--- src/rtl/irq_agg_pkg.sv ---
package irq_agg_pkg;

  typedef enum logic [1:0] {
    SEL_NONE = 2'd0,
    SEL_STAT = 2'd1,
    SEL_MASK = 2'd2,
    SEL_GLOB = 2'd3
  } regSel_e;

  typedef struct packed {
    logic    wrStat;
    logic    wrMask;
    logic    wrGlob;
    regSel_e rdSel;
  } regStrobe_t;

endpackage

--- src/rtl/irq_agg_sync.sv ---
module irq_agg_sync #(
  parameter int STAGES = 2
) (
  input  logic clk,
  input  logic rstN,
  input  logic asyncIn,
  output logic syncOut
);

  logic [STAGES-1:0] chain;

  generate
    for (genvar s = 0; s < STAGES; s++) begin : g_stage
      if (s == 0) begin : g_first
        always_ff @(posedge clk or negedge rstN) begin
          if (!rstN) chain[0] <= 1'b0;
          else       chain[0] <= asyncIn;
        end
      end else begin : g_next
        always_ff @(posedge clk or negedge rstN) begin
          if (!rstN) chain[s] <= 1'b0;
          else       chain[s] <= chain[s-1];
        end
      end
    end
  endgenerate

  assign syncOut = chain[STAGES-1];

endmodule

--- src/rtl/irq_agg_ctrl.sv ---
module irq_agg_ctrl
  import irq_agg_pkg::*;
#(
  parameter int              ADDR_W   = 12,
  parameter logic [ADDR_W-1:0] STAT_OFF = 12'h500,
  parameter logic [ADDR_W-1:0] MASK_OFF = 12'h504,
  parameter logic [ADDR_W-1:0] GLOB_OFF = 12'h508
) (
  input  logic              clk,
  input  logic              rstN,
  input  logic [ADDR_W-1:0] regAddr,
  input  logic              regWrEn,
  output regStrobe_t        strobe
);

  regSel_e sel;

  always_comb begin
    if      (regAddr == STAT_OFF) sel = SEL_STAT;
    else if (regAddr == MASK_OFF) sel = SEL_MASK;
    else if (regAddr == GLOB_OFF) sel = SEL_GLOB;
    else                          sel = SEL_NONE;
  end

  always_comb begin
    strobe.rdSel  = sel;
    strobe.wrStat = regWrEn && (sel == SEL_STAT);
    strobe.wrMask = regWrEn && (sel == SEL_MASK);
    strobe.wrGlob = regWrEn && (sel == SEL_GLOB);
  end

  // at most one register takes a write, and only when a write is requested
  p_one_target_r2: assert property (@(posedge clk) disable iff (!rstN)
    $onehot0({strobe.wrStat, strobe.wrMask, strobe.wrGlob}));
  p_write_needs_strobe_r2: assert property (@(posedge clk) disable iff (!rstN)
    (strobe.wrStat || strobe.wrMask || strobe.wrGlob) |-> regWrEn);

endmodule

--- src/rtl/irq_agg_datapath.sv ---
module irq_agg_datapath
  import irq_agg_pkg::*;
#(
  parameter int              DATA_W      = 32,
  parameter int              DESC_W      = 16,
  parameter int              EXT_BIT     = 25,
  parameter int              ABORT_BIT   = 26,
  parameter int              SYNC_STAGES = 2,
  parameter logic [DATA_W-1:0] IMPL_MASK = 32'h060002FF,
  localparam int             IDX_W       = $clog2(DATA_W)
) (
  input  logic              clk,
  input  logic              rstN,
  input  regStrobe_t        strobe,
  input  logic [DATA_W-1:0] wrData,
  input  logic [DESC_W-1:0] descEvt,
  input  logic              abortEvt,
  input  logic              extIntA,
  output logic [DATA_W-1:0] rdData,
  output logic              irqOut,
  output logic              pendValid,
  output logic [IDX_W-1:0]  pendIdx
);

  logic              extSync;
  logic [DATA_W-1:0] setVec;
  logic [DATA_W-1:0] clrVec;
  logic [DATA_W-1:0] statusQ;
  logic [DATA_W-1:0] maskQ;
  logic              globQ;
  logic [DATA_W-1:0] pending;

  irq_agg_sync #(.STAGES(SYNC_STAGES)) i_extSync (
    .clk     (clk),
    .rstN    (rstN),
    .asyncIn (extIntA),
    .syncOut (extSync)
  );

  // Per-bit event sources; bits outside IMPL_MASK are never set
  generate
    for (genvar b = 0; b < DATA_W; b++) begin : g_src
      logic descHit;
      if (b < DESC_W) begin : g_desc
        assign descHit = descEvt[b];
      end else begin : g_nodesc
        assign descHit = 1'b0;
      end
      assign setVec[b] = IMPL_MASK[b] &
                         (descHit | ((b == EXT_BIT) & extSync) | ((b == ABORT_BIT) & abortEvt));
    end
  endgenerate

  assign clrVec = strobe.wrStat ? wrData : '0;

  always_ff @(posedge clk or negedge rstN) begin
    if (!rstN) statusQ <= '0;
    else       statusQ <= (statusQ & ~clrVec) | setVec;
  end

  always_ff @(posedge clk or negedge rstN) begin
    if (!rstN)              maskQ <= '0;
    else if (strobe.wrMask) maskQ <= wrData;
  end

  always_ff @(posedge clk or negedge rstN) begin
    if (!rstN)              globQ <= 1'b0;
    else if (strobe.wrGlob) globQ <= wrData[0];
  end

  assign pending = statusQ & maskQ;

  // Lowest index wins: scan downward so the last hit is the lowest
  always_comb begin
    pendIdx   = '0;
    pendValid = 1'b0;
    for (int i = DATA_W - 1; i >= 0; i--) begin
      if (pending[i]) begin
        pendIdx   = IDX_W'(i);
        pendValid = 1'b1;
      end
    end
  end

  assign irqOut = globQ & pendValid;

  always_comb begin
    unique case (strobe.rdSel)
      SEL_STAT: rdData = statusQ;
      SEL_MASK: rdData = maskQ;
      SEL_GLOB: rdData = {{(DATA_W-1){1'b0}}, globQ};
      default:  rdData = '0;
    endcase
  end

  // any bit an event requested is set after the edge, whatever was written
  p_set_wins_r7: assert property (@(posedge clk) disable iff (!rstN)
    (|setVec) |=> (($past(setVec) & ~statusQ) == '0));
  // bits written as one without a colliding event are clear afterwards
  p_w1c_clears_r3: assert property (@(posedge clk) disable iff (!rstN)
    strobe.wrStat |=> ((statusQ & $past(wrData) & ~$past(setVec)) == '0));
  // synchronized INTA sets its bit one edge later
  p_ext_sets_r6: assert property (@(posedge clk) disable iff (!rstN)
    extSync |=> statusQ[EXT_BIT]);
  // reported index is pending and nothing below it is
  p_idx_hit_r9: assert property (@(posedge clk) disable iff (!rstN)
    pendValid |-> pending[pendIdx]);
  p_idx_lowest_r9: assert property (@(posedge clk) disable iff (!rstN)
    pendValid |-> ((pending & ((DATA_W'(1) << pendIdx) - DATA_W'(1))) == '0));
  p_idx_idle_r9: assert property (@(posedge clk) disable iff (!rstN)
    !pendValid |-> (pendIdx == '0));

endmodule

--- src/rtl/pci_irq_aggregator.sv ---
module pci_irq_aggregator
  import irq_agg_pkg::*;
#(
  parameter int DATA_W      = 32,
  parameter int ADDR_W      = 12,
  parameter int DESC_W      = 16,
  parameter int SYNC_STAGES = 2,
  localparam int IDX_W      = $clog2(DATA_W)
) (
  input  logic              clk,
  input  logic              rstN,
  input  logic [ADDR_W-1:0] regAddr,
  input  logic              regWrEn,
  input  logic [DATA_W-1:0] regWrData,
  output logic [DATA_W-1:0] regRdData,
  input  logic [DESC_W-1:0] descEvt,
  input  logic              abortEvt,
  input  logic              extIntA,
  output logic              irqOut,
  output logic              pendValid,
  output logic [IDX_W-1:0]  pendIdx
);

  regStrobe_t strobe;

  irq_agg_ctrl #(
    .ADDR_W   (ADDR_W),
    .STAT_OFF (ADDR_W'(12'h500)),
    .MASK_OFF (ADDR_W'(12'h504)),
    .GLOB_OFF (ADDR_W'(12'h508))
  ) i_ctrl (
    .clk     (clk),
    .rstN    (rstN),
    .regAddr (regAddr),
    .regWrEn (regWrEn),
    .strobe  (strobe)
  );

  irq_agg_datapath #(
    .DATA_W      (DATA_W),
    .DESC_W      (DESC_W),
    .EXT_BIT     (25),
    .ABORT_BIT   (26),
    .SYNC_STAGES (SYNC_STAGES),
    .IMPL_MASK   (DATA_W'(32'h060002FF))
  ) i_datapath (
    .clk       (clk),
    .rstN      (rstN),
    .strobe    (strobe),
    .wrData    (regWrData),
    .descEvt   (descEvt),
    .abortEvt  (abortEvt),
    .extIntA   (extIntA),
    .rdData    (regRdData),
    .irqOut    (irqOut),
    .pendValid (pendValid),
    .pendIdx   (pendIdx)
  );

  // the request is only raised for a pending unmasked source
  p_irq_needs_pending_r10: assert property (@(posedge clk) disable iff (!rstN)
    irqOut |-> pendValid);

endmodule

--- config.mk ---
export PLATFORM = sky130hd
export DESIGN_NAME = pci_irq_aggregator
export DESIGN_NICKNAME = d
export VERILOG_FILES = /design/src/rtl/irq_agg_pkg.sv /design/src/rtl/irq_agg_sync.sv /design/src/rtl/irq_agg_ctrl.sv /design/src/rtl/irq_agg_datapath.sv /design/src/rtl/pci_irq_aggregator.sv
export SDC_FILE = /design/constraint.sdc
export NUM_CORES = 1
export LEC_CHECK = 0
export ABC_CLOCK_PERIOD_IN_PS = 2600
export BUFFER_PORTS_ARGS = -buffer_cell sky130_fd_sc_hd__buf_2
export CORE_ASPECT_RATIO = 1.4
export CORE_MARGIN = 2
export CORE_UTILIZATION = 50
export CTS_CLUSTER_DIAMETER = 60
export CTS_CLUSTER_SIZE = 14
export DETAILED_ROUTE_END_ITERATION = 10
export PLACE_DENSITY = 0.79
export SLEW_MARGIN = 20
export SYNTH_ARGS = -nofsm -noshare
export SYNTH_HDL_FRONTEND = slang
export SYNTH_HIERARCHICAL = 1
export SYNTH_SLANG_ARGS = --single-unit
export TNS_END_PERCENT = 100
--- constraint.sdc ---
create_clock -name clk -period 2.6 [get_ports clk]
set_input_delay 0.13 -clock clk [delete_from_list [all_inputs] [get_ports clk]]
set_output_delay 0.13 -clock clk [all_outputs]
set_load 0.01 [all_outputs]
**Word level (Yosys, flattened, before mapping)**

Index checks and enable logic that the tools add are counted.

- Bits in registers: 67
- Word-level logic and storage cells: 88
- Output and inout port bits: 39

- Eq/ne operators: 6
- Bitwise gates (word level): 5
- Multiplexer cells: 69
- Reductions and logical operators: 3

Operators by type and width:

| kind | count |
|---|---|
| $mux W5 | 32 |
| $pmux W32 S3 | 1 |
| $and A32 B32 Y32 | 2 |
| $eq A12 B11 Y1 const B | 3 |
| $mux W1 | 32 |
| $mux W32 | 1 |
| $not A32 Y32 | 1 |
| $or A32 B27 Y32 | 1 |
| $mux W2 | 3 |
| $eq A2 B2 Y1 const B | 2 |
| $logic_and A1 B1 Y1 | 3 |
| $eq A2 B1 Y1 const B | 1 |
| $and A1 B1 Y1 | 1 |

**Longest topological paths before layout**

- Word-level depth: 34
- Mapped depth: 6

**By module**

Netlist, hierarchy kept.

Modules (own cells, without submodules):

| module | area each (um^2) | cells each | sequential area each (um^2) | instances |
|---|---|---|---|---|
| irq_agg_datapath | 3154.3 | 272 | 1626.6 | 1 |
| irq_agg_ctrl | 87.6 | 12 | 0.0 | 1 |
| irq_agg_sync | 50.0 | 2 | 50.0 | 1 |

**Least setup slack after synthesis**

OpenSTA, ideal clock, no wires.

- Path kind: input port to output port
- Start point: in regAddr[7]
- End point: out regRdData[11]
- Setup slack: 527 ps
- Stages: 6
- Buffers on the path: 2
- Data arrival time: 1943 ps
- Required time: 2470 ps
- Cells stage by stage: or4_1 > nor4_1 > nor2b_1 > clkbuf_1 > clkbuf_1 > a22o_1

RTL lines:

| item | RTL line | source |
|---|---|---|
| from (decl) | pci_irq_aggregator.sv:12 | `input logic [ADDR_W-1:0] regAddr,` |
| to (decl) | pci_irq_aggregator.sv:15 | `output logic [DATA_W-1:0] regRdData,` |

==> metrics.csv <==
metric,value,unit
status,completed,
Final Hold Viols,0,
layout cells sized above 1,0.380,
largest net degree at the start of global routing,37,
Final #Nets,486,
unrepaired setup endpoints after global routing,false,
"most common cell after layout, fill and taps aside",buf_2,
ant diodes,0,
CTS Sinks,67,
CTS root buffer,clkbuf_8,
Core Box Area,6480,µm²
Die ar.,7260,µm²
Tot Pwr,0.00200,W
startpoint types,primary input,
Worst Hold Depth,2,
Mapped Cells,286,
crit path time final,2420,ps
#FFs+latches synth,67,
GRT Total Usage,0.240,
IO Port Bufs,96,
Post-Syn Nets,351,
DP HPWL,5990,µm
initial DRC count,156,
Slew HR,0.501,
Slew @ Worst Pin,748,ps
DIE HEIGHT,100,µm
Die X,72.6,µm
Site Rows,35,
CTS buffer count,9,
global-route wire length before repair,13600,µm
yosys warns,6,
# H-tree levels,3,
Starting Density,0.508,
kind of critical path,in2out,
area delta synth->final,34.1,%
most frequent cells in the layout,"buf_2, dfrtp_1, a22o_1, nand2_1",
final wirelength,8520,µm
Max Clock Skew,7.07,ps
Final GP Congestion,0.827,
"Clk Latency, worst-skew pair",340,ps
total I/O pin count,104,
"Data arrival, critical path",2290,ps
fraction of registers with async set/reset,1.00,
routed vias/inst,5.91,
# setup viols final,0,
period utilization,0.932,
CP peak stage delay,630,ps
count of cell types in the netlist,42,
# DRC,0,
max frequency,413,MHz
total negative setup slack,0,ps
setup repair bufs after CTS,0,
vias in the first global route,2850,
Leakage,2.18,nW
# Max-Cap Violations,0,
worst r2r path cells,1,
number of synthesized flops with an enable pin,0,
via count,2943,
Most common cell on crit path,buf_2,
CP max-delay cell,or4_1,
Min-Delay Path Class,in2reg,
"Slew Viols, Final",0,
drt first pass iters,4,
clock-pin slew on the worst setup and hold paths,70,ps
"Remaining Overflow, GRT",0,
synthesized area,3290,µm²
peak supply drop,478,µV
sequential share of the synthesized area,0.509,
DRT antenna net count,0,
initial antenna violation count,0,
CTS-repair resized insts,0,
"Hold-fix buffers, CTS",32,
CP Max Fanout,18,
Clock Tree Buf Depth,2,
CP required,2470,ps
Syn Area/Cell,11.5,µm²
crit-path cells,"buf_2, or4_1, nor4_1, nor2b_2, buf_4, a22o_1, buf_2",
WL/cell,17.1,µm
PD cells,453,nW/µm²
TritonCTS clock tree,built,
Setup crit end kind,output pin,
ys flop type,dfrtp_1,
cell families after synthesis:
| logic type | Yosys count | share of synthesized area |
|---|---|---|
| flops | 67 | 0.509 |
| buf+inv | 14 | 0.0171 |
| mux | 34 | 0.116 |
| xor+xnor | 1 | 0.00266 |
| simple gates | 65 | 0.0973 |
| compound gates | 105 | 0.257 |
critical path: cells and delay by family:
kind	cells	cell delay (ps)
AOI/OAI and AO/OA	1	190
buffers and inverters	3	470
and+or+nand+nor	3	1490
path summary, 6_finish.rpt:
check	from	to	slack, ps
setup / recovery	regAddr[7]	regRdData[17]	180
hold / removal	regWrData[29]	i_datapath/statusQ[29]$_DFF_PN0_	30
setup reg to reg	i_datapath/maskQ[1]$_DFFE_PN0P_	i_datapath/maskQ[1]$_DFFE_PN0P_	1780
hold reg to reg	i_datapath/i_extSync/chain[0]$_DFF_PN0_	i_datapath/i_extSync/syncOut$_DFF_PN0_	350
max in group asynchronous	rstN	i_datapath/maskQ[12]$_DFFE_PN0P_	1550
min in group asynchronous	rstN	i_datapath/statusQ[5]$_DFF_PN0_	400
through the flow:
stage          instances   util  cell area [µm²]  setup slack, ps  hold WS [ps]
2_1_floorplan        286      -             3290              527          -166
3_3_place_gp         452  0.604             3910              263           218
3_5_place_dp         452  0.604             3910              183           237
4_1_cts              498  0.681             4420              175          1.64
5_1_grt              498  0.681             4420             61.2          12.1
6_report             498  0.681             4420              178          32.0
synth_stat cells, types with 2 or more instances:
cell	instances	area, µm²
a22o_1	37	324
a32oi_1	3	26.3
dfrtp_1	67	1680
mux2_1	2	22.5
buf_2	3	15.0
nor2_1	4	15.0
nor2b_1	3	18.8
a21o_1	12	90.1
o21ai_0	3	15.0
nor4_1	5	31.3
o2111ai_1	2	17.5
clkbuf_1	11	41.3
a221oi_1	3	26.3
a21oi_1	2	10.0
a31oi_1	2	12.5
a21boi_0	21	158
nand2_1	34	128
nand3_1	6	30.0
a222oi_1	2	20.0
a22oi_1	7	52.6
mux2_2	32	360
nand3b_1	2	15.0
nor3_1	3	15.0
a211oi_1	2	15.0
report_power, final:
part | switching (W) | internal [W]
combinational | 0.0000574 | 0.0000749
clock | 0.000365 | 0.000455
sequential | 0.00000280 | 0.00105
sequential cells by signal, indices dropped and copies added, names as in the netlist:
register and cells:
i_datapath/statusQ 32, i_datapath/maskQ 32, i_datapath/globQ 1, i_datapath/i_extSync/chain 1
i_datapath/i_extSync/syncOut 1
final cells by class:
type / instances / area (µm²)
Tap cell: 74 / 92.6
Timing Repair Buffer: 138 / 888
Multi-Input combinational cell: 205 / 1580
Fill cell: 519 / 2070
Clock inverter: 3 / 40.0
Sequential cell: 67 / 1680
Clock buffer: 11 / 141
routing by layer:
layer,part of all wire,GRT usage,wire length [µm]
met1,0.40,0.289,3410
met2,0.54,0.423,4560
met3,0.040,0.0502,343
met4,0.024,0.0783,208
met5,0,0,0
Note: power is estimated with default switching activity, not from simulation.
